### src/rtl/dtPkg.sv
package dtPkg;

  // Per-phase request from the interlock control to the gate registers.
  typedef struct packed {
    logic hiSet;
    logic hiClr;
    logic loSet;
    logic loClr;
  } gateStrobe_t;

endpackage

### src/rtl/dtPulseFilter.sv
module dtPulseFilter #(
  parameter int FILT_LEN = 35
) (
  input  logic clk,
  input  logic rstN,
  input  logic rawIn,
  output logic cleanOut
);
  localparam int CW = $clog2(FILT_LEN + 1);

  logic [CW-1:0] runCnt;
  logic          heldLevel;

  // A differing level must be seen on FILT_LEN consecutive edges before it is adopted.
  always_ff @(posedge clk or negedge rstN) begin
    if (!rstN) begin
      heldLevel <= 1'b0;
      runCnt    <= '0;
    end else if (rawIn == heldLevel) begin
      runCnt <= '0;
    end else if (runCnt == CW'(FILT_LEN - 1)) begin
      heldLevel <= rawIn;
      runCnt    <= '0;
    end else begin
      runCnt <= runCnt + 1'b1;
    end
  end

  assign cleanOut = heldLevel;

  // an input that agrees with the held level cannot move the output.
  a_r2_hold_when_equal: assert property (@(posedge clk) disable iff (!rstN)
    (rawIn == cleanOut) |=> $stable(cleanOut));

endmodule

### src/rtl/dtGateDatapath.sv
module dtGateDatapath
  import dtPkg::*;
#(
  parameter int NUM_PH   = 3,
  parameter int FILT_LEN = 35
) (
  input  logic                     clk,
  input  logic                     rstN,
  input  logic [NUM_PH-1:0]        cmdHigh,
  input  logic [NUM_PH-1:0]        cmdLow,
  input  logic                     cmdAux,
  input  logic                     shutdown,
  input  gateStrobe_t [NUM_PH-1:0] strobes,
  output logic [NUM_PH-1:0]        filtHigh,
  output logic [NUM_PH-1:0]        filtLow,
  output logic [NUM_PH-1:0]        gateHigh,
  output logic [NUM_PH-1:0]        gateLow,
  output logic                     gateAux
);
  localparam int NCH = 2 * NUM_PH + 1;

  logic [NCH-1:0] rawBus;
  logic [NCH-1:0] cleanBus;
  logic           auxFilt;
  logic           auxQ;

  assign rawBus = {cmdAux, cmdLow, cmdHigh};

  for (genvar c = 0; c < NCH; c++) begin : gFilt
    dtPulseFilter #(.FILT_LEN(FILT_LEN)) uFilt (
      .clk      (clk),
      .rstN     (rstN),
      .rawIn    (rawBus[c]),
      .cleanOut (cleanBus[c])
    );
  end

  assign filtHigh = cleanBus[NUM_PH-1:0];
  assign filtLow  = cleanBus[2*NUM_PH-1:NUM_PH];
  assign auxFilt  = cleanBus[NCH-1];

  for (genvar g = 0; g < NUM_PH; g++) begin : gGate
    logic hiQ;
    logic loQ;

    always_ff @(posedge clk or negedge rstN) begin
      if (!rstN) begin
        hiQ <= 1'b0;
        loQ <= 1'b0;
      end else if (shutdown) begin
        hiQ <= 1'b0;
        loQ <= 1'b0;
      end else begin
        if (strobes[g].hiSet)      hiQ <= 1'b1;
        else if (strobes[g].hiClr) hiQ <= 1'b0;
        if (strobes[g].loSet)      loQ <= 1'b1;
        else if (strobes[g].loClr) loQ <= 1'b0;
      end
    end

    assign gateHigh[g] = hiQ;
    assign gateLow[g]  = loQ;

    // the two switches of a phase are never enabled together.
    a_r6_no_shoot_through: assert property (@(posedge clk) disable iff (!rstN)
      !(hiQ && loQ));
  end

  // Auxiliary channel: filtered command, kill override, no gap.
  always_ff @(posedge clk or negedge rstN) begin
    if (!rstN)         auxQ <= 1'b0;
    else if (shutdown) auxQ <= 1'b0;
    else               auxQ <= auxFilt;
  end

  assign gateAux = auxQ;

  // a sampled shutdown leaves every gate low after that edge.
  a_r8_kill_clears: assert property (@(posedge clk) disable iff (!rstN)
    shutdown |=> (gateHigh == '0 && gateLow == '0 && !gateAux));

  // the auxiliary gate follows its filtered command one edge later.
  a_r10_aux_follows: assert property (@(posedge clk) disable iff (!rstN)
    (!shutdown && auxFilt) |=> gateAux);

endmodule

### src/rtl/dtGapControl.sv
module dtGapControl
  import dtPkg::*;
#(
  parameter int NUM_PH   = 3,
  parameter int DEAD_LEN = 29
) (
  input  logic                     clk,
  input  logic                     rstN,
  input  logic                     shutdown,
  input  logic [NUM_PH-1:0]        filtHigh,
  input  logic [NUM_PH-1:0]        filtLow,
  input  logic [NUM_PH-1:0]        gateHigh,
  input  logic [NUM_PH-1:0]        gateLow,
  output gateStrobe_t [NUM_PH-1:0] strobes
);
  localparam int GW = $clog2(DEAD_LEN + 1);
  localparam logic [GW-1:0] GAP_FULL = GW'(DEAD_LEN);
  localparam logic [GW-1:0] GAP_ONE  = GW'(1);

  for (genvar g = 0; g < NUM_PH; g++) begin : gPhase
    logic        hiOnly;
    logic        loOnly;
    logic        bothCmd;
    logic        gapDone;
    logic        anyOn;
    logic [GW-1:0] gapCnt;
    gateStrobe_t stb;

    assign hiOnly  = filtHigh[g] && !filtLow[g];
    assign loOnly  = filtLow[g]  && !filtHigh[g];
    assign bothCmd = filtHigh[g] && filtLow[g];
    assign anyOn   = gateHigh[g] || gateLow[g];
    assign gapDone = (gapCnt == GAP_FULL);

    always_comb begin
      stb.hiClr = gateHigh[g] && !hiOnly;
      stb.loClr = gateLow[g]  && !loOnly;
      stb.hiSet = hiOnly && !anyOn && gapDone;
      stb.loSet = loOnly && !anyOn && gapDone;
    end

    assign strobes[g] = stb;

    // Gap counter: value 1 in the cycle after a turn-off, saturating at DEAD_LEN.
    always_ff @(posedge clk or negedge rstN) begin
      if (!rstN) begin
        gapCnt <= GAP_FULL;
      end else if (shutdown || stb.hiClr || stb.loClr) begin
        gapCnt <= GAP_ONE;
      end else if (bothCmd || anyOn) begin
        gapCnt <= '0;
      end else if (!gapDone) begin
        gapCnt <= gapCnt + 1'b1;
      end
    end

    // the gap count never runs past its target.
    a_r5_gap_bounded: assert property (@(posedge clk) disable iff (!rstN)
      gapCnt <= GAP_FULL);

    // two simultaneous requests leave both gates of the phase off.
    a_r7_overlap_off: assert property (@(posedge clk) disable iff (!rstN)
      bothCmd |=> (!gateHigh[g] && !gateLow[g]));
  end

endmodule

### src/rtl/bridge_gate_conditioner.sv
module bridge_gate_conditioner
  import dtPkg::*;
#(
  parameter int NUM_PH   = 3,
  parameter int FILT_LEN = 35,
  parameter int DEAD_LEN = 29
) (
  input  logic              clk,
  input  logic              rstN,
  input  logic [NUM_PH-1:0] cmdHigh,
  input  logic [NUM_PH-1:0] cmdLow,
  input  logic              cmdAux,
  input  logic              shutdown,
  output logic [NUM_PH-1:0] gateHigh,
  output logic [NUM_PH-1:0] gateLow,
  output logic              gateAux
);
  gateStrobe_t [NUM_PH-1:0] strobes;
  logic [NUM_PH-1:0]        filtHigh;
  logic [NUM_PH-1:0]        filtLow;

  dtGateDatapath #(.NUM_PH(NUM_PH), .FILT_LEN(FILT_LEN)) uPath (
    .clk      (clk),
    .rstN     (rstN),
    .cmdHigh  (cmdHigh),
    .cmdLow   (cmdLow),
    .cmdAux   (cmdAux),
    .shutdown (shutdown),
    .strobes  (strobes),
    .filtHigh (filtHigh),
    .filtLow  (filtLow),
    .gateHigh (gateHigh),
    .gateLow  (gateLow),
    .gateAux  (gateAux)
  );

  dtGapControl #(.NUM_PH(NUM_PH), .DEAD_LEN(DEAD_LEN)) uCtrl (
    .clk      (clk),
    .rstN     (rstN),
    .shutdown (shutdown),
    .filtHigh (filtHigh),
    .filtLow  (filtLow),
    .gateHigh (gateHigh),
    .gateLow  (gateLow),
    .strobes  (strobes)
  );

endmodule

### config.mk
export PLATFORM = sky130hd
export DESIGN_NAME = bridge_gate_conditioner
export DESIGN_NICKNAME = d
export VERILOG_FILES = /design/src/rtl/dtPkg.sv /design/src/rtl/dtPulseFilter.sv /design/src/rtl/dtGateDatapath.sv /design/src/rtl/dtGapControl.sv /design/src/rtl/bridge_gate_conditioner.sv
export SDC_FILE = /design/constraint.sdc
export NUM_CORES = 1
export LEC_CHECK = 0
export BUFFER_PORTS_ARGS = -buffer_cell sky130_fd_sc_hd__buf_2
export CORE_AREA = 2 2 88 90
export DETAILED_ROUTE_END_ITERATION = 8
export DIE_AREA = 0 0 90 92
export MAX_ROUTING_LAYER = met4
export PLACE_DENSITY = 0.77
export SETUP_SLACK_MARGIN = 0.3
export SYNTH_ARGS = -nofsm -noshare
export SYNTH_HDL_FRONTEND = slang
export SYNTH_HIERARCHICAL = 1
export SYNTH_SLANG_ARGS = --single-unit
export TNS_END_PERCENT = 5
### constraint.sdc
create_clock -name clk -period 1.8 [get_ports clk]
set_input_delay 0.18 -clock clk [delete_from_list [all_inputs] [get_ports clk]]
set_output_delay 0.18 -clock clk [all_outputs]
set_load 0.05 [all_outputs]
==> qor.yml <==
max_freq_mhz: 665
layout_setup_ws_ps: 296
worstMarginPinSlew_ps: 505
grt_pass1_vias: 2620
fin_tns_setup_ps: 0
numClockSinks: 71
synth_top_flop_cell: "dfrtp_1"
syn_area_um2: 3700
rr_worst_depth: 4
portBuffers: 16
finalClockSkew_ps: 7.08
critPathLaunch: "uCtrl/gPhase[1].gapCnt[0]$_DFFE_PN1P_"
wl_met3_um: 172
dieArea_um2: 8280
rsz0062_at_grt: "yes"
period_needed_ps: 1500
top_layer: "met4"
max_slew_margin_pct: 66.3
synth_most_common_cell: "dfrtp_1"
postSynthCellCount: 330
synth_top_cell_by_area: "dfrtp_1"
ys_seq_area_share_pct: 48.5
netlist-cell-type-count: 36
grt_pass1_wl_um: 11200
fp.dieW_um: 90
cp.required_ps: 2060
antenna_found_initial: 0
rr_endpoint: "uCtrl/gPhase[1].gapCnt[0]$_DFFE_PN1P_"
status: "completed"
num_vias: 2468
crit_family: "flip-flops"
power_leakage_uw: 0.00180
wl_um: 6190
crit_path_end: "uCtrl/gPhase[1].gapCnt[0]$_DFFE_PN1P_"
synthTopCellsByArea: "dfrtp_1, dfstp_2, ha_1"
place_congestion: 0.746
finalSetupViolCount: 0
ir_drop_mv: 0.364
final_max_slew_viol_count: 0
hp-class: "input port to flop"
place_inst: 443
nFillCells: 656
worst-path-max-fanout: 7
crit_buf_inv: 0
syn_nets: 360
h-tree-depth: 3
drc: 0
cp_slowest_cell: "dfstp_2"
fin_crit_sh_pct: 83.6
multiInputGateArea_um2: 1830
syn_area_per_cell_um2: 11.2
die_y_um: 92
final_util_pct: 56.1
pwr_density_cell_nw_per_um2: 756
ff_latch_area_um2: 1790
area.growth.synth_to_final_pct: 13.0
synth-edff-count: 0
hpwl_um: 4290
endpoint_kind: "flop"
path_cells: "ha_4 -> nand4_4 -> xor2_1 -> a2111o_1"
rows: 32
clkTransAtPathRegs_ps: 70
track_usage_pct: 17.3
worst_ep_arrival_time_ps: 1770
synth_seq_cells: 71
hold_slack_ps: 94.1
critPathKind: "flop to flop"
drive_gt1_share_pct: 24.9
synth_warnings: 6
via_per_inst: 5.27
nets: 391
synth_top_area_share_pct: 39.9
grt_overflow: 0
synth_commonest_cells: "dfrtp_1, nor2_1, ha_1"
first_pass_iters: 4
grt_max_degree: 29
hold_viol_final: 0
wl_per_cell_um: 13.2
cts_buffers: 9
cp_num_cells: 4
r2r_slack_ps: 300
clk_path_buf_depth: 2
instances_no_fill: 468
startpoint_type: "flop"
cts_tree: "built"
clk_latency_ps: 340
cts-root-buf: "clkbuf_8"
async_flop_share_pct: 100
n_antenna_cell: 0
wl_met2_um: 3150
drt_iter0_drc: 121
crit-reg2reg-launch: "uCtrl/gPhase[1].gapCnt[0]$_DFFE_PN1P_"
coreArea_um2: 7450
slowest_delay_ps: 560
drv_cap: 0
hold_depth: 2
preCtsSetupSlack_ps: 201
ant_nets: 0
ios: 17
start_util_pct: 49.6
m1WireLength_um: 2800
## flip-flops by register name (all words and copies together), names as in the netlist
register	flops
uPath/gFilt.uFilt/runCnt	42
uCtrl/gPhase.gapCnt	15
uPath/gFilt.uFilt/cleanOut	7
uPath/gGate.hiQ	3
uPath/gGate.loQ	3
uPath/gateAux	1
## worst min path at each step
stage                          start                                   endpoint  slack, ps
after floorplan                 rstN      uCtrl/gPhase[0].gapCnt[1]$_DFFE_PN0P_       -120
after global placement          rstN   uPath/gFilt[2].uFilt/runCnt[4]$_DFF_PN0_        180
after detailed placement        rstN   uPath/gFilt[2].uFilt/runCnt[4]$_DFF_PN0_        180
after CTS                 cmdHigh[2]  uPath/gFilt[2].uFilt/cleanOut$_DFFE_PN0P_         70
after global routing       cmdLow[2]  uPath/gFilt[5].uFilt/cleanOut$_DFFE_PN0P_         90
final                     cmdHigh[2]  uPath/gFilt[2].uFilt/cleanOut$_DFFE_PN0P_         90
## cell families after synthesis
group,share of synthesized area [%]
and+or+nand+nor,21.3
DFF,48.5
AOI/OAI and AO/OA,10.5
xor gates and xnor gates,7.82
buffers and inverters,3.05
adders and majority gates,6.77
muxes,2.13
## routing by layer
layer  vias to the layer above  global-route usage, %
li1                       1220                      -
met1                      1222                   19.4
met2                        20                   29.6
met3                         6                   4.44
met4                         0                   7.05
met5                         -                      -
## layout make-up
type	count	area share, %
inverters	17	1.53
well taps	102	3.06
clock buffers	15	3.98
clock inverters	1	0.120
flip-flops and latches	71	42.9
repair buffers	27	4.55
multi-input cells	235	43.9
## layout by cell type (no fill, tap or decap), types with 6 or more instances in the layout
master     count
dfstp_2       12
xnor2_1       14
mux2_2         7
dfrtp_1       59
o21ai_2        7
nand3_1       12
a21oi_2        7
a211oi_1       7
a31oi_1        8
nand2b_4       6
a21oi_1        8
and2_1        13
buf_4          8
nor2_1        39
buf_2         16
nand4bb_1      7
nand2b_1       6
inv_1         17
nand3_2        7
clkbuf_8      11
xor2_1        19
ha_1          17
nand2_1        7
nor4_1         6
or3_1          7
o21ai_0        7
## per-stage QoR
step,total power (µW),area [µm²]
global placement,2010,3930
global route,3310,4180
floorplan,1920,3730
detailed placement,2030,3930
CTS,3190,4140
finish,3160,4180
## power by group
group / switching, µW / total, µW / leakage (µW) / internal (µW)
Sequential: 78.5 / 1750 / 0.000927 / 1670
Combinational: 143 / 267 / 0.000787 / 124
Clock: 564 / 1140 / 0.0000877 / 577
## what timing repair did
| item | 4_1_cts | 5_1_grt |
|---|---|---|
| buffers inserted | 4 | 4 |
| setup endpoints to repair | 4 | 5 |
| resized for setup | 1 | 1 |
| hold buffers | 1 | 0 |
| hold endpoints to repair | 18 | 0 |
| pin swaps | 1 | 3 |
(Power assumes the default switching activity.)
